### src/rtl/snoop_pkg.sv
// Package: shared types of the snoop controller.
// Assumes: nothing beyond the importing modules' parameters.
package snoop_pkg;
    // Write-back engine phases
    typedef enum logic [1:0] {
        WB_IDLE = 2'd0,
        WB_WAIT = 2'd1,
        WB_XFER = 2'd2
    } wb_state_e;
endpackage

### src/rtl/snp_hold_sync.sv
// Module: bus hold handshake.
// Follows the hold request with a one-clock registered acknowledge, and
// keeps the acknowledge low while the block's own burst owns the bus.
// Assumes: bus_own drops in the same cycle as the final beat's ready.
module snp_hold_sync (
    input  logic clk,
    input  logic rst_n,
    input  logic hold_req,
    input  logic bus_own,
    output logic hold_ack
);
    // Registered acknowledge, withheld while the burst runs
    always_ff @(posedge clk) begin
        if (!rst_n) hold_ack <= 1'b0;
        else        hold_ack <= hold_req && !bus_own;
    end

    AST_ACK_AFTER_REQ: assert property (@(posedge clk) disable iff (!rst_n)
        $rose(hold_ack) |-> $past(hold_req));
    AST_ACK_DROP: assert property (@(posedge clk) disable iff (!rst_n)
        $fell(hold_ack) |-> (!$past(hold_req) || $past(bus_own)));
endmodule

### src/rtl/snp_tag_store.sv
// Module: direct-mapped tag store with valid and dirty bits per line.
// Reads are combinational. The preload port writes the tag and both flags.
// The update port rewrites the flags only and takes priority.
// Assumes: preload and update are not used on the same line in one cycle.
module snp_tag_store #(
    parameter int LINES = 16,
    parameter int TAG_W = 24,
    localparam int IDX_W = $clog2(LINES)
) (
    input  logic             clk,
    input  logic             rst_n,
    input  logic [IDX_W-1:0] rd_idx,
    output logic [TAG_W-1:0] rd_tag,
    output logic             rd_valid,
    output logic             rd_dirty,
    input  logic             pl_we,
    input  logic [IDX_W-1:0] pl_idx,
    input  logic [TAG_W-1:0] pl_tag,
    input  logic             pl_valid,
    input  logic             pl_dirty,
    input  logic             up_en,
    input  logic [IDX_W-1:0] up_idx,
    input  logic             up_valid,
    input  logic             up_dirty
);
    logic [TAG_W-1:0] tags   [LINES];
    logic             valids [LINES];
    logic             dirtys [LINES];

    for (genvar g = 0; g < LINES; g++) begin : g_line
        // One line's tag and flags
        always_ff @(posedge clk) begin
            if (!rst_n) begin
                tags[g]   <= '0;
                valids[g] <= 1'b0;
                dirtys[g] <= 1'b0;
            end else if (up_en && up_idx == IDX_W'(g)) begin
                valids[g] <= up_valid;
                dirtys[g] <= up_dirty;
            end else if (pl_we && pl_idx == IDX_W'(g)) begin
                tags[g]   <= pl_tag;
                valids[g] <= pl_valid;
                dirtys[g] <= pl_dirty;
            end
        end
    end

    // Combinational lookup
    always_comb begin
        rd_tag   = tags[rd_idx];
        rd_valid = valids[rd_idx];
        rd_dirty = dirtys[rd_idx];
    end
endmodule

### src/rtl/snp_wb_burst.sv
// Module: write-back burst engine.
// On start it holds the line base address, waits until the external master
// has released the bus, then drives beats at base + i*BEAT_BYTES, moving on
// one beat per clock with ready sampled low.
// Assumes: start pulses only while the engine is idle.
module snp_wb_burst
    import snoop_pkg::*;
#(
    parameter int ADDR_W     = 32,
    parameter int BEATS      = 4,
    parameter int BEAT_BYTES = 4,
    localparam int BEAT_W  = $clog2(BEATS),
    localparam int OFF_W   = $clog2(BEATS * BEAT_BYTES)
) (
    input  logic              clk,
    input  logic              rst_n,
    input  logic              start,
    input  logic [ADDR_W-1:0] start_base,
    input  logic              hold_req,
    input  logic              hold_ack,
    input  logic              rdy_n,
    output logic              ads,
    output logic [ADDR_W-1:0] addr,
    output logic [ADDR_W-1:0] data,
    output logic              last,
    output logic              wr,
    output logic              mem,
    output logic              busy,
    output logic              own,
    output logic              done
);
    wb_state_e         state;
    logic [BEAT_W-1:0] beat;
    logic              first;
    logic [ADDR_W-1:0] base;
    logic              xfer;

    // Phase sequencing and beat counting
    always_ff @(posedge clk) begin
        if (!rst_n) begin
            state <= WB_IDLE;
            beat  <= '0;
            first <= 1'b0;
            base  <= '0;
        end else begin
            case (state)
                WB_IDLE: if (start) begin
                    base  <= start_base;
                    state <= WB_WAIT;
                end
                WB_WAIT: if (!hold_req && !hold_ack) begin
                    state <= WB_XFER;
                    beat  <= '0;
                    first <= 1'b1;
                end
                WB_XFER: begin
                    first <= 1'b0;
                    if (!rdy_n) begin
                        if (beat == BEAT_W'(BEATS - 1)) state <= WB_IDLE;
                        else                            beat  <= beat + 1'b1;
                    end
                end
                default: state <= WB_IDLE;
            endcase
        end
    end

    // Bus outputs, all quiet outside the burst
    always_comb begin
        xfer = (state == WB_XFER);
        ads  = xfer && first;
        addr = xfer ? base + ADDR_W'(beat) * ADDR_W'(BEAT_BYTES) : '0;
        data = addr;
        last = xfer && (beat == BEAT_W'(BEATS - 1));
        wr   = xfer;
        mem  = xfer;
        busy = (state != WB_IDLE);
        done = last && !rdy_n;
        own  = xfer && !done;
    end

    AST_ADS_ONE_CYCLE: assert property (@(posedge clk) disable iff (!rst_n)
        ads |=> !ads);
    AST_ADDR_HOLD: assert property (@(posedge clk) disable iff (!rst_n)
        (xfer && rdy_n) |=> $stable(addr));
    AST_LAST_OFFSET: assert property (@(posedge clk) disable iff (!rst_n)
        last |-> (addr[OFF_W-1:0] == OFF_W'((BEATS - 1) * BEAT_BYTES)));
    AST_ADS_BUS_FREE: assert property (@(posedge clk) disable iff (!rst_n)
        ads |-> (!hold_ack && !hold_req));
endmodule

### src/rtl/snoop_ctrl.sv
// Module: snoop response controller (top).
// Takes one snoop at a time: strobe capture, tag lookup, result two clocks
// after the strobe, then a write-back burst on a dirty hit and the
// line-state update.
// Assumes: the preload port is used only while no snoop is in progress.
module snoop_ctrl
    import snoop_pkg::*;
#(
    parameter int ADDR_W     = 32,
    parameter int LINES      = 16,
    parameter int BEATS      = 4,
    parameter int BEAT_BYTES = 4,
    localparam int IDX_W = $clog2(LINES),
    localparam int OFF_W = $clog2(BEATS * BEAT_BYTES),
    localparam int TAG_W = ADDR_W - IDX_W - OFF_W
) (
    input  logic              clk,
    input  logic              rst_n,
    input  logic              hold_req,
    output logic              hold_ack,
    input  logic              snp_strobe,
    input  logic              snp_inv,
    input  logic [ADDR_W-1:0] snp_addr,
    output logic              hit_n,
    output logic              hitm_n,
    output logic              bus_ads,
    output logic [ADDR_W-1:0] bus_addr,
    output logic [ADDR_W-1:0] bus_data,
    input  logic              bus_rdy_n,
    output logic              bus_last,
    output logic              bus_wr,
    output logic              bus_mem,
    input  logic              pre_we,
    input  logic [IDX_W-1:0]  pre_idx,
    input  logic [TAG_W-1:0]  pre_tag,
    input  logic              pre_valid,
    input  logic              pre_dirty
);
    logic              s1_v, s1_inv;
    logic [ADDR_W-1:0] s1_addr;
    logic              s2_v, s2_hit, s2_dirty, s2_inv;
    logic [IDX_W-1:0]  s2_idx;
    logic [ADDR_W-1:0] s2_base;
    logic [IDX_W-1:0]  wb_idx;
    logic              wb_inv;
    logic [TAG_W-1:0]  lk_tag;
    logic              lk_valid, lk_dirty;
    logic              wb_busy, wb_own, wb_done, wb_start;
    logic              accept, busy;
    logic              up_en, up_valid, up_dirty;
    logic [IDX_W-1:0]  up_idx;

    snp_hold_sync u_hold (
        .clk      (clk),
        .rst_n    (rst_n),
        .hold_req (hold_req),
        .bus_own  (wb_own),
        .hold_ack (hold_ack)
    );

    snp_tag_store #(.LINES(LINES), .TAG_W(TAG_W)) u_tags (
        .clk      (clk),
        .rst_n    (rst_n),
        .rd_idx   (s1_addr[OFF_W +: IDX_W]),
        .rd_tag   (lk_tag),
        .rd_valid (lk_valid),
        .rd_dirty (lk_dirty),
        .pl_we    (pre_we),
        .pl_idx   (pre_idx),
        .pl_tag   (pre_tag),
        .pl_valid (pre_valid),
        .pl_dirty (pre_dirty),
        .up_en    (up_en),
        .up_idx   (up_idx),
        .up_valid (up_valid),
        .up_dirty (up_dirty)
    );

    snp_wb_burst #(.ADDR_W(ADDR_W), .BEATS(BEATS), .BEAT_BYTES(BEAT_BYTES)) u_wb (
        .clk        (clk),
        .rst_n      (rst_n),
        .start      (wb_start),
        .start_base (s2_base),
        .hold_req   (hold_req),
        .hold_ack   (hold_ack),
        .rdy_n      (bus_rdy_n),
        .ads        (bus_ads),
        .addr       (bus_addr),
        .data       (bus_data),
        .last       (bus_last),
        .wr         (bus_wr),
        .mem        (bus_mem),
        .busy       (wb_busy),
        .own        (wb_own),
        .done       (wb_done)
    );

    // Acceptance: bus granted and nothing in flight
    always_comb begin
        busy     = s1_v || s2_v || wb_busy;
        accept   = snp_strobe && hold_ack && !busy;
        wb_start = s2_v && s2_hit && s2_dirty;
    end

    // Line-state update: clean-hit invalidate at result time, else at burst end
    always_comb begin
        up_en    = 1'b0;
        up_idx   = s2_idx;
        up_valid = 1'b1;
        up_dirty = 1'b0;
        if (wb_done) begin
            up_en    = 1'b1;
            up_idx   = wb_idx;
            up_valid = !wb_inv;
        end else if (s2_v && s2_hit && !s2_dirty && s2_inv) begin
            up_en    = 1'b1;
            up_valid = 1'b0;
        end
    end

    // Stage 1: capture the accepted strobe
    always_ff @(posedge clk) begin
        if (!rst_n) begin
            s1_v    <= 1'b0;
            s1_inv  <= 1'b0;
            s1_addr <= '0;
        end else begin
            s1_v <= accept;
            if (accept) begin
                s1_inv  <= snp_inv;
                s1_addr <= snp_addr;
            end
        end
    end

    // Stage 2: register the lookup outcome
    always_ff @(posedge clk) begin
        if (!rst_n) begin
            s2_v     <= 1'b0;
            s2_hit   <= 1'b0;
            s2_dirty <= 1'b0;
            s2_inv   <= 1'b0;
            s2_idx   <= '0;
            s2_base  <= '0;
        end else begin
            s2_v <= s1_v;
            if (s1_v) begin
                s2_hit   <= lk_valid && (lk_tag == s1_addr[ADDR_W-1 -: TAG_W]);
                s2_dirty <= lk_dirty;
                s2_inv   <= s1_inv;
                s2_idx   <= s1_addr[OFF_W +: IDX_W];
                s2_base  <= {s1_addr[ADDR_W-1:OFF_W], {OFF_W{1'b0}}};
            end
        end
    end

    // Result outputs and the line held for write-back
    always_ff @(posedge clk) begin
        if (!rst_n) begin
            hit_n  <= 1'b1;
            hitm_n <= 1'b1;
            wb_idx <= '0;
            wb_inv <= 1'b0;
        end else if (s2_v) begin
            hit_n  <= !s2_hit;
            hitm_n <= !(s2_hit && s2_dirty);
            wb_idx <= s2_idx;
            wb_inv <= s2_inv;
        end else if (wb_done) begin
            hit_n  <= 1'b1;
            hitm_n <= 1'b1;
        end
    end

    AST_ACCEPT_NEEDS_ACK: assert property (@(posedge clk) disable iff (!rst_n)
        s1_v |-> $past(hold_ack));
    AST_HITM_LATENCY: assert property (@(posedge clk) disable iff (!rst_n)
        (s2_v && s2_hit && s2_dirty) |=> !hitm_n);
    AST_HITM_CLEAN: assert property (@(posedge clk) disable iff (!rst_n)
        (s2_v && !(s2_hit && s2_dirty)) |=> hitm_n);
    AST_NO_SNOOP_IN_WB: assert property (@(posedge clk) disable iff (!rst_n)
        wb_busy |-> !s1_v);
    AST_HITM_HELD: assert property (@(posedge clk) disable iff (!rst_n)
        (wb_busy && !wb_done && !hitm_n) |=> !hitm_n);
endmodule

### config.mk
export PLATFORM = sky130hd
export DESIGN_NAME = snoop_ctrl
export DESIGN_NICKNAME = d
export VERILOG_FILES = /design/src/rtl/snoop_pkg.sv /design/src/rtl/snp_hold_sync.sv /design/src/rtl/snp_tag_store.sv /design/src/rtl/snp_wb_burst.sv /design/src/rtl/snoop_ctrl.sv
export SDC_FILE = /design/constraint.sdc
export NUM_CORES = 1
export LEC_CHECK = 0
export BUFFER_PORTS_ARGS = -buffer_cell sky130_fd_sc_hd__buf_4
export CORE_ASPECT_RATIO = 0.8
export CORE_MARGIN = 10
export CORE_UTILIZATION = 42
export DETAILED_ROUTE_END_ITERATION = 8
export PLACE_DENSITY_LB_ADDON = 0.15
export SLEW_MARGIN = 10
export SYNTH_ARGS = -nofsm -noshare
export SYNTH_HDL_FRONTEND = slang
export SYNTH_SLANG_ARGS = --single-unit
### constraint.sdc
create_clock -name clk -period 9.6 [get_ports clk]
set_clock_uncertainty 0.2 [all_clocks]
set_input_delay 1.44 -clock clk [delete_from_list [all_inputs] [get_ports clk]]
set_output_delay 1.44 -clock clk [all_outputs]
set_load 0.02 [all_outputs]
; ---- Yosys cells after proc, flatten, opt, wreduce, memory -nomap -nowiden
; Memory sizes are Yosys's and may differ from the RTL's. A register that Yosys moved wholly into a read port is not among the register bits.
; Index checks and enable logic that the tools add are counted.
[op_classes]
n_addsub = 2
n_eq_ne = 39
muxes = 217
bitwise = 80
reduce_logical = 69
[op_table]
columns = cell, n
row1 = two-way mux 24 bit, 16
row2 = two-way mux 1 bit, 185
row3 = OR 1 bit, 80
row4 = "equality test 4 bit, second input constant", 16
row5 = logical AND 1 bit, 46
row6 = adder 32 x 4 -> 32 bit, 1
row7 = "equality test 4 x 3 -> 1 bit, second input constant", 8
row8 = two-way mux 32 bit, 1
row9 = equality test 24 bit, 1
row10 = two-way mux 4 bit, 5
row11 = "equality test 4 x 2 -> 1 bit, second input constant", 4
row12 = two-way mux 2 bit, 7
row13 = logical NOT 1 bit, 11
row14 = "equality test 4 x 1 -> 1 bit, second input constant", 2
row15 = logical NOT 4 bit, 2
row16 = AND reduction 4 bit, 2
row17 = "!= test 2 x 1 -> 1 bit, second input constant", 3
row18 = case mux 2 bit (3 select lines), 1
row19 = nonzero test 2 bit, 3
row20 = "equality test 2 bit, second input constant", 2
row21 = "!= test 2 bit, second input constant", 2
row22 = case mux 2 bit (2 select lines), 1
row23 = AND reduction 2 bit, 2
row24 = "adder 2 x 1 -> 2 bit, second input constant", 1
row25 = 4 further kinds, 5
[word_totals]
regBits = 110
mem_bits_rw = 416
out_inout_bits = 71
wordCells = 427
n_memories = 3
[mem_list]
columns = name, words, width, rd, rd_clocked_by_memory_dff, write_ports, line
row1 = u_tags.tags, 16, 24, 1, 1, 16, snp_tag_store.sv:26  ; logic [TAG_W-1:0] tags [LINES];
row2 = u_tags.dirtys, 16, 1, 1, 1, 16, snp_tag_store.sv:28  ; logic dirtys [LINES];
row3 = u_tags.valids, 16, 1, 1, 1, 16, snp_tag_store.sv:27  ; logic valids [LINES];

; ---- Depth between registers and ports, before layout
; Gate-level depths: netlist of the first run.
[logic_depth]
depth_word = 11
ltp_mapped = 12
ltp_nobuf = 8

; ---- Modules after synthesis
; Synthesis of the first run repeated with hierarchy kept, for this count alone.
[hier_totals]
cells_unflattened = 2003
hier_area_um2 = 24592.3
[modules_own_cells]
columns = module, instances, cells_per_inst, area_per_inst_um2, seq_area_each_um2
row1 = snp_tag_store, 1, 1365, 19266.0, 12472.0
row2 = snoop_ctrl, 1, 300, 2894.0, 1381.3
row3 = snp_wb_burst, 1, 336, 2403.6, 740.7
row4 = snp_hold_sync, 1, 2, 28.8, 20.0

; ---- Worst setup path after synthesis of the first run
; No wires, ideal clock.
[synth_path]
path_type = input port to flip-flop
from = input port bus_rdy_n
to = memory u_tags.dirtys[6], enable pin
setup_ps = 301
arrival_time_ps = 4483
t_required_ps = 9099
slack_ps = 4615
path_stages = 6
cell_sequence = nor4bb_1 > buf_2 > o21ai_0 > and2_1 > o31ai_1 > or2_2
[synth_lines]
columns = item, line
row1 = start: declaration, snoop_ctrl.sv:29  ; input logic bus_rdy_n,
row2 = end: declaration, snp_tag_store.sv:28

==> impl_summary.md, run 1 <==
Power and ir drop
The leakage power is 9.74 nW. The switching share of power is 22.8%. The portion of total power attributed to combinational logic is 6.6%. In this run, flip-flops and latches consume 52.5% of the power.

The internal power contribution is 0.00379 W. The reported net switching power is 0.00112 W. The share of power burned in the clock network is 40.9%. Power spread over the standard cell area amounts to 177 nW/um^2.

The worst-case IR drop observed on VDD is 0.123 mV. Summing internal, switching and leakage power gives 0.00491 W.

STA
The number of max-slew violations in the final report is 0. The minimum period implied by the final worst setup slack is 4130 ps. Measured against its own limit, the worst slew margin works out to 21.9%.

The fraction of the cycle the final worst path needs is 43.1%. The setup TNS is 0 ps. For the pin with the worst max-slew slack, the measured transition is 1170 ps. Setup repair after global routing left no endpoint under its margin. The number of hold violations in the final report came to 0. Setup violations remaining at the end of the flow were counted as 0. The maximum clock frequency is 242 MHz.

Setup path
The number of buffer and inverter stages on the critical path is 1. The kind of start point of the critical path is a flip-flop. The worst setup path is captured at a flip-flop. For this design, the slowest cell found on the critical path is sky130_fd_sc_hd__dfxtp_4. In this run the critical register-to-register path is captured at s2_hit.

The kind of cell with the highest combined delay along the critical path is simple AND/OR/NAND/NOR gates. The required time reported for the critical path endpoint is 9930 ps. The highest cell delay on the worst timing path is 790 ps.

Along the worst path, the maximum fanout reaches 57. The setup slack on the worst flop-to-flop path is 5470 ps. The data arrival at the endpoint of the critical path is 4460 ps. The critical path goes through buf_4 > nor2b_1 > a22oi_1 > o2111ai_1 > o221ai_1 > nor4_1 > nand4_1 > o21ai_1. The number of cells on the worst reg-to-reg path is 8. The critical path is of the flip-flop to flip-flop type.

Die
The initial utilization of the core area, before any placement, comes to 42.8%. The horizontal die dimension is 290 um. Row generation in the floorplan step produced 78 rows. 140 I/O pins were placed. The total die area is 68,200 um^2. The core region is 57,100 um^2.

The die extent in y is 236 um.

Place
The congestion estimate from routability-driven global placement came to 0.824. The post-detailed-placement cell area is 26,000 um^2. The count of buffers added on input and output ports is 131.

After detailed placement, the design holds a cell count of 2,627. The wire-length estimate of the detail-placed layout is 42,700 um.

Logic synthesis
The largest area contributor in the netlist is sky130_fd_sc_hd__edfxtp_1. The most used flip-flop cell after synthesis is sky130_fd_sc_hd__edfxtp_1. The top cell type by area accounts for 50.9% of the synthesized area. The combinational family with the most area after synthesis is simple AND/OR/NAND/NOR gates. In the synthesized netlist the async set-or-reset flop fraction comes to 0%.

The post-synthesis mux area share is 12.8%. The count of state elements after synthesis is 523. The average instance in the mapped netlist occupies 13.1 um^2.

Counting instances in the post-synthesis netlist gives the leading cell types as sky130_fd_sc_hd__and2_1, sky130_fd_sc_hd__edfxtp_1, sky130_fd_sc_hd__nand2_1. By area the synthesized netlist is led by sky130_fd_sc_hd__edfxtp_1, sky130_fd_sc_hd__and2_1, sky130_fd_sc_hd__dfxtp_1. Yosys mapped a number of flops with a built-in enable equal to 414. The number of instances in the synthesized netlist is 1,865. The distinct cell type count of the synthesized netlist is 69. In the post-synthesis netlist, the cell with the most instances is sky130_fd_sc_hd__and2_1. During synthesis, Yosys emitted a total of 0 warnings. The synthesized netlist devotes 0.0512% of its cell area to adder and majority cells. The portion of the post-synthesis area used by sequential elements is 59.9%.

The mapped netlist covers 24,400 um^2. The fraction of synthesized cell area in xor and xnor cells is 1.08%. The synthesized netlist devotes 4.39% of its cell area to compound gates. The share of synthesized cell area in and, or, nand and nor gates is 17.7%.

Global route
The global-route usage over all layers is 20.7%. The maximum number of pins on one net before global-route repair is 97. The first global-routing pass estimated 104,000 um of wire. The via count of the first global-routing pass was 15.1k. The global-route congestion overflow total is 0. The initial antenna violation count is 5.

Clock network
The tree built by TritonCTS fans out to 523 sinks. The CTS tree is yes. The clock passes through at most 3 buffers. Hold repair after CTS inserted 0 buffers. In this run, CTS created clock tree buffers numbering 52. After clock tree synthesis, the clock-pin slew on the worst setup and hold paths is 60 ps. In this run the number of H-tree levels came out at 2. The master cell of the clock root buffer is sky130_fd_sc_hd__clkbuf_16. The buffers inserted during post-CTS setup optimization is 0. The post-cts gate resize count is 0. The worst-skew pair later-pin latency is 600 ps.

Route
The detailed-route vias per instance is 5.56. The first TritonRoute pass finished after 5 iterations. The detailed-route wire length is 71,500 um. The detailed router finished its first iteration with 1,537 violations. The routed layout has 15.2k vias. The detailed-route DRC error count is 0. In the final routed layout, each cell accounts on average for 26.2 um. The detail route stage leaves a number of antenna-violating nets equal to 0.

Layout
The relative area change from synthesis to final layout is 13.5%. The cell area after layout is 27,700 um^2. The share of cells above drive strength 1 is 19.5%. The finished layout holds 2,727 standard cells, fillers aside. The net count of the finished layout is 1,991.

Worst hold path
The hold path startpoint is u_wb.base[15]. The path class of the tightest hold or removal check is flip-flop to flip-flop. The end of the worst hold path is u_wb.base[15]. The worst hold path depth is 2.

Run
Max-cap violations in this run came to 0.

Run status
The flow ran to the end, and the final reports show no timing, DRC or antenna violations.
## tightest hold or removal path: stages, from the launching register on
cell and delay [ps]:
sky130_fd_sc_hd__dfxtp_1 300, sky130_fd_sc_hd__nand2_1 50, sky130_fd_sc_hd__a21oi_1 50
## final cells by class
cell class,instances,area (um^2)
inverters,14,55.1
clock inverters,25,170
multi-input cells,1157,9100
fillers,5057,29400
repair buffers,173,1300
well taps,760,951
flip-flops and latches,523,14600
clock buffers,73,1500
diodes,2,5.00
## worst max-delay path by stage
stage | startpoint | endpoint | slack, ps | cells past startpoint
final | flip-flop | s2_hit | 5470 | 8
after global routing | flip-flop | s2_hit | 5430 | 8
after CTS | u_wb.state[1] | bus_addr[18] | 5340 | 3
after detailed placement | bus_rdy_n | u_tags.tags[9][16] | 5270 | 8
after global placement | bus_rdy_n | u_tags.dirtys[11] | 5280 | 9
after floorplan | bus_rdy_n | u_tags.dirtys[6] | 4620 | 6
## sequential cells by signal, summed over array words and instances (netlist names), 2 cells and up, named ones only
| signal | count |
|---|---|
| wb_idx | 4 |
| s1_addr | 28 |
| u_wb.state | 2 |
| s2_idx | 3 |
| u_wb.base | 28 |
| u_tags.tags | 384 |
| s2_base | 25 |
| u_wb.beat | 2 |
| u_tags.dirtys | 16 |
| u_tags.valids | 16 |
## per-layer routing
layer	part of all wire, %	track usage [%]	wire, um	up-vias
li1	-	-	-	6794
met1	44	29.6	31700	7684
met2	45	31.3	32400	583
met3	8.3	4.66	5950	105
met4	2.0	4.90	1430	0
met5	0	0	0	-
## logic make-up (layout without fill, tap and decap cells)
family | count (synthesis) | count (layout)
flip-flops | 523 | 523
AO/OA/AOI/OAI | 168 | 168
adder cells (fa/ha/maj) | 1 | 1
XOR/XNOR | 30 | 30
buffers and inverters | 188 | 285
multiplexers | 189 | 189
AND/OR/NAND/NOR | 765 | 765
other | 1 | 6
## placed cells by master, fill, tap and decap left out, types with 10 or more instances in the layout
master,n
sky130_fd_sc_hd__buf_4,173
sky130_fd_sc_hd__nand2_1,159
sky130_fd_sc_hd__nand2b_1,10
sky130_fd_sc_hd__mux4_1,12
sky130_fd_sc_hd__xor2_1,13
sky130_fd_sc_hd__o21ai_0,20
sky130_fd_sc_hd__a22oi_1,12
sky130_fd_sc_hd__clkinv_1,13
sky130_fd_sc_hd__edfxtp_1,414
sky130_fd_sc_hd__or2_2,10
sky130_fd_sc_hd__and2_1,444
sky130_fd_sc_hd__nor2_1,56
sky130_fd_sc_hd__mux4_2,83
sky130_fd_sc_hd__xnor2_1,17
sky130_fd_sc_hd__inv_1,12
sky130_fd_sc_hd__clkbuf_1,11
sky130_fd_sc_hd__mux2i_1,88
sky130_fd_sc_hd__clkbuf_16,55
sky130_fd_sc_hd__nand3_1,25
sky130_fd_sc_hd__a21oi_1,69
sky130_fd_sc_hd__dfxtp_1,105
## power groups by stage
| stage | combinational [W] | sequential [W] | clock [W] |
|---|---|---|---|
| 2_1_floorplan | 0.000192 | 0.00260 | 0 |
| 3_3_place_gp | 0.000319 | 0.00262 | 0 |
| 3_5_place_dp | 0.000321 | 0.00262 | 0 |
| 4_1_cts | 0.000322 | 0.00258 | 0.00204 |
| 5_1_grt | 0.000342 | 0.00258 | 0.00213 |
| 6_report | 0.000322 | 0.00258 | 0.00201 |
## stage by stage
step                      setup WS (ps)  utilization (%)  hold WS, ps
final                              5470             48.5          250
after global routing               5430             48.5          264
after CTS                          5340             48.5          253
after detailed placement           5270             45.6          245
after global placement             5280             45.6          241
after floorplan                    4620                -          231
Power figures use the tool's default switching activity.
==> run 2, diff against run 1 <==
ABC_AREA = 1   (was unset)
clock period = 3.9 ns   (was 9.6 ns; I/O delays follow)
==> run 2 against run 1 <==
  * Critical path depth grew 3
  * Sequential share of layout area grew 1.4 points
  * Cell count grew 28%
  * Fmax rose by 34%
  * Highest routed layer unchanged
  * Largest power group unchanged
  * Utilization down 0.91 points
==> impl_summary.md, run 2 <==
Clock network
The deepest level of the CTS H-tree is 2. The master cell of the clock root buffer is sky130_fd_sc_hd__clkbuf_16. After clock tree synthesis, the clock-pin slew on the worst setup and hold paths is 60 ps.

Post-CTS timing repair inserted 0 buffers for setup. The number of hold-repair buffers added at the cts stage is 0. Gates resized during post-CTS repair numbered 0.

The maximum root-to-sink buffer count is 3. The number of clock buffers added by TritonCTS is 53. The number of sinks handled by clock tree synthesis is 523. TritonCTS built the clock tree.

The worst-skew pair later-pin latency is 610 ps.

Power and ir drop
The power consumption is 0.0125 W. Dividing total power by cell area gives a power density of 462 nW/um^2. The worst-case IR drop observed on VDD is 0.339 mV. The share of power burned in the clock network is 39.6%. The portion of total power attributed to combinational logic is 9.1%. In this run the static leakage power is 10.9 nW.

The switching share of power is 24.8%. Internal power comes to 0.00937 W. Of the total power, registers draw 51.2%.

The reported net switching power is 0.00310 W.

Setup path
STA puts the critical path data required time at 4090 ps. The kind of critical path is flip-flop to flip-flop. The kind of start point of the critical path is a flip-flop. The gate family responsible for the most delay along the worst path is simple AND/OR/NAND/NOR gates. The highest cell delay on the worst timing path is 820 ps. The critical path starts at u_wb.beat[1]. Setup slack on the worst reg-to-reg path comes out at 810 ps. The data arrival at the endpoint of the critical path is 3280 ps.

The end point of the critical path is u_tags.valids[3]. The number of buffer and inverter stages on the critical path is 2. The number of cells on the critical path is 11. The critical-path maximum fanout is 26. The kind of capture point of the worst setup path is a flip-flop. For the worst flop-to-flop path, the logic depth is 11. Walking the worst path, the cells encountered are ha_1 > inv_1 > nor2_1 > nand2_4 > nand2_1 > o21ai_2 > inv_1 > nor2_1 > nand3_1 > nand4_2 > o22ai_1. The largest individual stage delay along the critical path comes from the cell sky130_fd_sc_hd__nand4_2. The capturing point of the worst reg2reg path is u_tags.valids[3]. The origin of the critical flop-to-flop path is u_wb.beat[1].

Route
The routed wire length per instance is 20.9 um. The first TritonRoute pass finished after 6 iterations. In this run, the number of DRC markers left after iteration 0 of detailed routing was 2,038. The total via count in the routed design is 18.6k. The detailed-route wire length is 72,800 um. After detailed routing, the number of vias per cell comes to 5.34. The detailed-route DRC error count is 0. The remaining number of nets flagged by the antenna check after routing is 0.

Logic synthesis
The flip-flop cell with the highest count after synthesis is sky130_fd_sc_hd__edfxtp_1. In the synthesized netlist, the number of instances is 2,658. Sorting the synthesized cells by area gives the leading types as sky130_fd_sc_hd__edfxtp_1, sky130_fd_sc_hd__nor2_1, sky130_fd_sc_hd__dfxtp_1. The count of state elements after synthesis is 523.

The synthesized netlist occupies a cell area of 24,100 um^2. The most frequent cell after synthesis is sky130_fd_sc_hd__nor2_1. The largest area contributor in the netlist is sky130_fd_sc_hd__edfxtp_1. The post-synthesis async set-or-reset flop share is 0%. The count of warnings emitted by yosys is 0. The commonest cells after synthesis are sky130_fd_sc_hd__nor2_1, sky130_fd_sc_hd__edfxtp_1, sky130_fd_sc_hd__nand2_1. The area share of the leading cell type in the synthesized netlist is 51.7%. In this run, synthesis inferred 414 flip-flops with an integrated enable. The distinct cell type count of the synthesized netlist is 37. The average instance in the mapped netlist occupies 9.05 um^2. The portion of the post-synthesis area used by sequential elements is 60.7%.

Global route
The global-route congestion overflow total is 0. The initial antenna violation count is 1. The global-route usage over all layers is 21.2%.

The maximum number of pins on one net before global-route repair is 112. The first global-routing pass estimated 109,000 um of wire. The via count of the first global-routing pass is 17.8k.

STA
Derived from the worst setup path, the maximum achievable clock frequency is 323 MHz. The fraction of the cycle the final worst path needs is 79.3%. In this run the tightest slew margin relative to its limit is 26.3%. The number of hold violations in the final report is 0.

The minimum period implied by the final worst setup slack is 3090 ps. Setup repair after global routing left no endpoint under its margin. The number of setup violations in the final report is 0. Setup slack on the critical path of the routed design comes to 806 ps. At the pin with the least slew margin, the transition time is 1100 ps.

The setup TNS is 0 ps. The number of max-slew violations in the final report is 0.

Layout
Compared with the post-synthesis result, the final layout area differs by 12.2%. The largest registers in the layout are u_tags.tags x384, s1_addr x28, u_wb.base x28. Leaving out fill and tap cells, the most frequent cells in the layout are sky130_fd_sc_hd__nor2_1, sky130_fd_sc_hd__edfxtp_1, sky130_fd_sc_hd__nand2_1. In the final layout, the multi-input gates occupy 7500 um^2. The library cell used most frequently in the layout, excluding fill and tap cells, is sky130_fd_sc_hd__nor2_1.

The flip-flop count of the largest register, all copies and words added is 384. Across the whole layout, storage elements account for 14,600 um^2. The antenna diode instance count is 0.

The register with the most flip-flops is u_tags.tags. The share of cells above drive strength 1 is 11.3%. Counting the fill cells in the layout gives 5,400. After the last flow step, the layout net total stands at 2,747.

Place
The post-place setup slack is 715 ps. Routability-driven placement finished with a final weighted congestion of 0.896. The count of buffers added on input and output ports is 131.

The detailed placer's ending HPWL is 45,400 um.

Run
The tool flagged a number of max-cap violations equal to 0.

Die
The floorplan step defined a core boundary enclosing 56,700 um^2. 140 I/O pins were placed. The initial standard-cell utilization of the core is 42.4%. The die extent in y is 234 um. The horizontal die dimension is 288 um. The total die area is 67,300 um^2. The initialized floorplan defines 78 standard-cell rows.

Run status
The flow ran to the end, and the final reports show no timing, DRC or antenna violations.

Worst hold path
The tightest min-delay check is of the input pin to flip-flop type.
==> run 2: cell count changes after synthesis, moves of 14 or more <==
| cell | change |
|---|---|
| sky130_fd_sc_hd__nor2_1 | +606 |
| sky130_fd_sc_hd__and2_1 | -444 |
| sky130_fd_sc_hd__nand2_1 | +248 |
| sky130_fd_sc_hd__nand3_1 | +202 |
| sky130_fd_sc_hd__inv_1 | +191 |
| sky130_fd_sc_hd__o21ai_0 | +171 |
| sky130_fd_sc_hd__mux2i_1 | -88 |
| sky130_fd_sc_hd__mux4_2 | -83 |
| sky130_fd_sc_hd__buf_2 | +42 |
| sky130_fd_sc_hd__o211ai_1 | +34 |
| sky130_fd_sc_hd__a21oi_1 | +33 |
| sky130_fd_sc_hd__xnor2_1 | -17 |
| sky130_fd_sc_hd__clkbuf_1 | -14 |
| sky130_fd_sc_hd__o22ai_1 | +14 |
==> run 2: logic make-up (layout without fill, tap and decap cells) <==
| kind of cell | after synthesis | in the layout | share of synthesized area [%] |
|---|---|---|---|
| and+or+nand+nor | 1335 | 1335 | 22.8 |
| DFF | 523 | 523 | 60.7 |
| buffers and inverters | 433 | 489 | 8.14 |
| AOI/OAI and AO/OA | 365 | 365 | 8.22 |
| adders and majority gates | 1 | 1 | 0.0520 |
| other | 1 | 4 | 0.0156 |
==> run 2: per-stage QoR <==
stage                     util, %  std cells  instance area (um^2)  hold slack (ps)
after floorplan                 -       2661                 24100              230
after global placement       44.7       3382                 25300              247
final                        47.6       3477                 27000             31.5
after CTS                    47.6       3477                 27000             7.45
after global routing         47.6       3477                 27000             32.7
after detailed placement     44.7       3382                 25300              246
==> run 2: layout make-up <==
cell class | count | share of cell area, %
sequential | 523 | 54.2
multi-input combinational | 1705 | 27.8
clock buffer | 75 | 5.77
timing repair buffer | 177 | 5.34
tap | 760 | 3.52
inverter | 217 | 3.05
clock inverter | 20 | 0.380
==> run 2: worst min-delay path by stage <==
stage | start | slack [ps] | depth (start not counted) | endpoint
after floorplan | s1_inv | 230 | 2 | s1_inv
after global placement | u_wb.base[8] | 250 | 2 | u_wb.base[8]
after detailed placement | u_wb.base[24] | 250 | 2 | u_wb.base[24]
after CTS | hold_req | 7 | 3 | u_hold.hold_ack
after global routing | hold_req | 30 | 3 | u_hold.hold_ack
final | hold_req | 30 | 3 | u_hold.hold_ack
==> run 2: power by group through the flow <==
stage               clock, W  combinational [W]  sequential [W]
global route         0.00524            0.00125         0.00641
CTS                  0.00501            0.00113         0.00639
floorplan                  0           0.000701         0.00647
finish               0.00494            0.00114         0.00639
global placement           0            0.00112         0.00649
detailed placement         0            0.00112         0.00650
==> run 2: per-layer routing <==
layer  part of all wire [%]  global-route usage [%]
met5                      0                       0
met4                    2.9                    6.86
met3                    8.3                    4.13
met2                     45                    32.6
met1                     44                    29.8
==> run 2: worst register-to-register path, cell delays in order (launching register included) <==
cell	delay, ps
sky130_fd_sc_hd__dfxtp_1	370
sky130_fd_sc_hd__ha_1	200
sky130_fd_sc_hd__inv_1	60
sky130_fd_sc_hd__nor2_1	170
sky130_fd_sc_hd__nand2_4	150
sky130_fd_sc_hd__nand2_1	110
sky130_fd_sc_hd__o21ai_2	70
sky130_fd_sc_hd__inv_1	70
sky130_fd_sc_hd__nor2_1	90
sky130_fd_sc_hd__nand3_1	160
sky130_fd_sc_hd__nand4_2	830
sky130_fd_sc_hd__o22ai_1	420
==> run 3, diff against run 2 <==
clock period = 2.6 ns   (was 3.9 ns; I/O delays follow)
==> run 3 against run 2 <==
  * Fmax is 24% higher
  * First-iteration DRC count grew 3.9%
  * Sequential share of layout area down 3.4 points
  * Non-clock buffer count rose by 115
  * Register-to-register slack got worse by 700 ps
  * Sequential cell count unchanged
  * Critical endpoint is now s2_hit
  * Routed wire length rose by 4.2%
==> impl_summary.md, run 3 (synthesis results as in run 2) <==
Setup path
Among all stages on the critical path, the largest delay is contributed by sky130_fd_sc_hd__dfxtp_4. The highest cell delay on the worst timing path is 430 ps. The capturing point of the worst reg2reg path is s2_hit. Walking the worst path, the cells encountered are buf_8 > buf_4 > clkbuf_16 > nand2_1 > nand2_1 > nand2_1 > nand3_1 > nand3_2 > nand3_1 > nand2_1 > nor2_1 > nand3_1 > nor2_1 > nand3_1 > a21oi_1. The kind of cell with the highest combined delay along the critical path is simple AND/OR/NAND/NOR gates. The worst setup path is launched from a flip-flop. Together, buffers and inverters on the worst path number 3.

The critical-path maximum fanout is 17. At the worst endpoint, the required time is 2940 ps. The number of cells on the worst reg-to-reg path is 15. Data on the critical path arrives at its endpoint at 2830 ps.

The critical path is of the flip-flop to flip-flop type. The setup slack on the worst flop-to-flop path is 110 ps. The kind of capture point of the worst setup path is a flip-flop.

Run status
The flow ran to the end, and the final reports show no timing, DRC or antenna violations.

Worst hold path
The min-delay analysis places its worst path in the category input pin to flip-flop. The worst hold path begins at rst_n. The end of the worst hold path is u_tags.dirtys[8].

Counting instances, the worst hold path has a depth of 3.

Route
After detailed routing, the number of remaining DRC violations is 0. After detailed routing, the average wire length per cell comes to 21.1 um. Before antenna repair, the detailed router went through 5 iterations. In this run the remaining antenna-violating nets after routing total 0. For this block, the routed nets add up to 75,800 um of wire.

The total via count in the routed design is 19.1k. The DRC marker count from the first detailed-route iteration is 2,118. The detailed-route vias per instance is 5.30.

Die
The row count is 78. The die is 288 um wide. During I/O placement, the number of pins put on the boundary was 140. Once the floorplan was initialized, standard cells occupied 42.4% of the core. The die extent in y is 234 um. The core region is 56,700 um^2. The total die area is 67,300 um^2.

Global route
The maximum number of pins on one net before global-route repair is 79. The via count of the first global-routing pass is 18.3k. The first global-routing pass estimated 111,000 um of wire. The global-route usage over all layers is 21.7%. The initial antenna violation count came to 1. The global-route congestion overflow total is 0.

Power and ir drop
The power per cell area is 659 nW/um^2. Overall power consumption after layout is estimated at 0.0190 W. VDD sags by at most 0.524 mV. In this run the static leakage power is 11.8 nW.

Place
At the placement stage, the worst setup path has a slack of -45.7 ps. The final weighted congestion in routability-driven placement is 0.847. The number of instances in the placed design is 3,457. The detailed placer's ending HPWL is 47,900 um. The count of buffers added on input and output ports is 131.

STA
Setup repair after global routing could not meet its margin everywhere. For the pin with the worst max-slew slack, the measured transition is 821 ps. The number of hold violations in the final report was 0.

The final hold slack is 33.8 ps. Timing would allow up to 401 MHz. The minimum period implied by the final worst setup slack is 2490 ps.

The worst path meets setup with 109 ps of slack. The number of max-slew violations in the final report is 0. The fraction of the cycle the final worst path needs is 95.8%. Setup violations remaining at the end of the flow were counted as 0.

The tightest slew margin relative to the limit is 45.2%.

Layout
In the final layout, the multi-input gates occupy 7690 um^2. The post-route non-filler standard cell count is 3,597. The library cell used most frequently in the layout, excluding fill and tap cells, is sky130_fd_sc_hd__nor2_1. The antenna diode instance count is 0. The flip-flop count of the largest register, all copies and words added is 384.

The largest registers in the layout are u_tags.tags x384, s1_addr x28, u_wb.base x28. The post-route netlist has 15.1% of its cells at a drive strength greater than 1. The total of fill cells in the finished design is 5,162. In the layout the commonest cells are sky130_fd_sc_hd__nor2_1, sky130_fd_sc_hd__edfxtp_1, sky130_fd_sc_hd__nand2_1. The post-layout net count is 2,863.

The register with the most flip-flops is u_tags.tags. The area used by sequential logic in the layout is 14,600 um^2. The final design utilization is 50.8%. Compared with the post-synthesis result, the final layout area differs by 19.8%.

Clock network
The maximum root-to-sink buffer count is 3. The clock slew seen by the registers of the worst setup and hold paths is 60 ps. TritonCTS built the clock tree. At the later pin of the worst-skew pair, clock insertion delay measures 610 ps. The number of sinks handled by clock tree synthesis is 523.

The number of clock buffers inserted by TritonCTS is 53. The master cell of the clock root buffer is sky130_fd_sc_hd__clkbuf_16. The deepest level of the CTS H-tree is 2.

Run
The max-cap check violation count is 0.
run 3: cell count changes in the layout (fill, tap and decap cells not counted), moves of 4 or more:
cell | before | now
sky130_fd_sc_hd__buf_12 | 9 | 53
sky130_fd_sc_hd__buf_4 | 168 | 197
sky130_fd_sc_hd__clkbuf_1 | 11 | 15
sky130_fd_sc_hd__clkinv_2 | 11 | 7
sky130_fd_sc_hd__dlygate4sd3_1 | 0 | 31
sky130_fd_sc_hd__nand2_1 | 407 | 401
sky130_fd_sc_hd__nand2_2 | 2 | 8
sky130_fd_sc_hd__nand3_1 | 226 | 209
sky130_fd_sc_hd__nand3_2 | 5 | 22
sky130_fd_sc_hd__nor2_1 | 663 | 651
sky130_fd_sc_hd__nor2_2 | 4 | 11
sky130_fd_sc_hd__nor2_4 | 0 | 5
run 3: stage by stage:
stage | setup TNS, ps | cell area (um^2)
2_1_floorplan | 0 | 24100
6_report | 0 | 28800
4_1_cts | 0 | 28500
3_3_place_gp | -804 | 26500
5_1_grt | 0 | 28800
3_5_place_dp | -981 | 26500
run 3: how the worst max path moves through the flow:
stage | from | depth (start not counted) | slack (ps) | end
floorplan | u_wb.beat[0] | 12 | 2 | u_tags.tags[10][0]
global placement | u_wb.beat[0] | 12 | -30 | u_tags.tags[13][13]
detailed placement | u_wb.beat[0] | 12 | -50 | u_tags.tags[13][10]
CTS | flip-flop | 16 | 20 | s2_hit
global route | u_wb.beat[1] | 12 | 3 | u_tags.tags[7][16]
finish | flip-flop | 15 | 110 | s2_hit
run 3: area by class of cell:
cell class              instances  share of cell area, %
flip-flops and latches        523                   50.7
multi-input cells            1706                   26.7
repair buffers                292                   10.7
clock buffers                  77                   5.12
well taps                     760                   3.30
inverters                     217                   2.85
clock inverters                22                  0.630
run 3: layer usage:
metal	vias to the layer above	share of wire, %	global-route usage (%)
met5	-	0	0
met4	0	2.6	6.42
met3	112	9.0	3.41
met2	780	45	33.7
met1	9167	44	30.9
li1	8998	-	-
run 3: timing repair:
| action | CTS | global route |
|---|---|---|
| endpoints found under the hold margin | 37 | 0 |
| buffers inserted | 0 | 5 |
| setup endpoints to repair | 26 | 363 |
| hold buffers | 31 | 0 |
| gates cloned | 0 | 5 |
| pin swaps | 0 | 1 |
| gates resized for setup | 3 | 51 |
run 3: worst min-delay path, stage by stage:
cell                      delay, ps
sky130_fd_sc_hd__buf_4          230
sky130_fd_sc_hd__nand2_1        110
sky130_fd_sc_hd__o22ai_1         50
run 3: where the power goes:
| group | switching [W] | internal (W) |
|---|---|---|
| Combinational | 0.00134 | 0.000639 |
| Clock | 0.00329 | 0.00414 |
| Sequential | 0.000133 | 0.00944 |
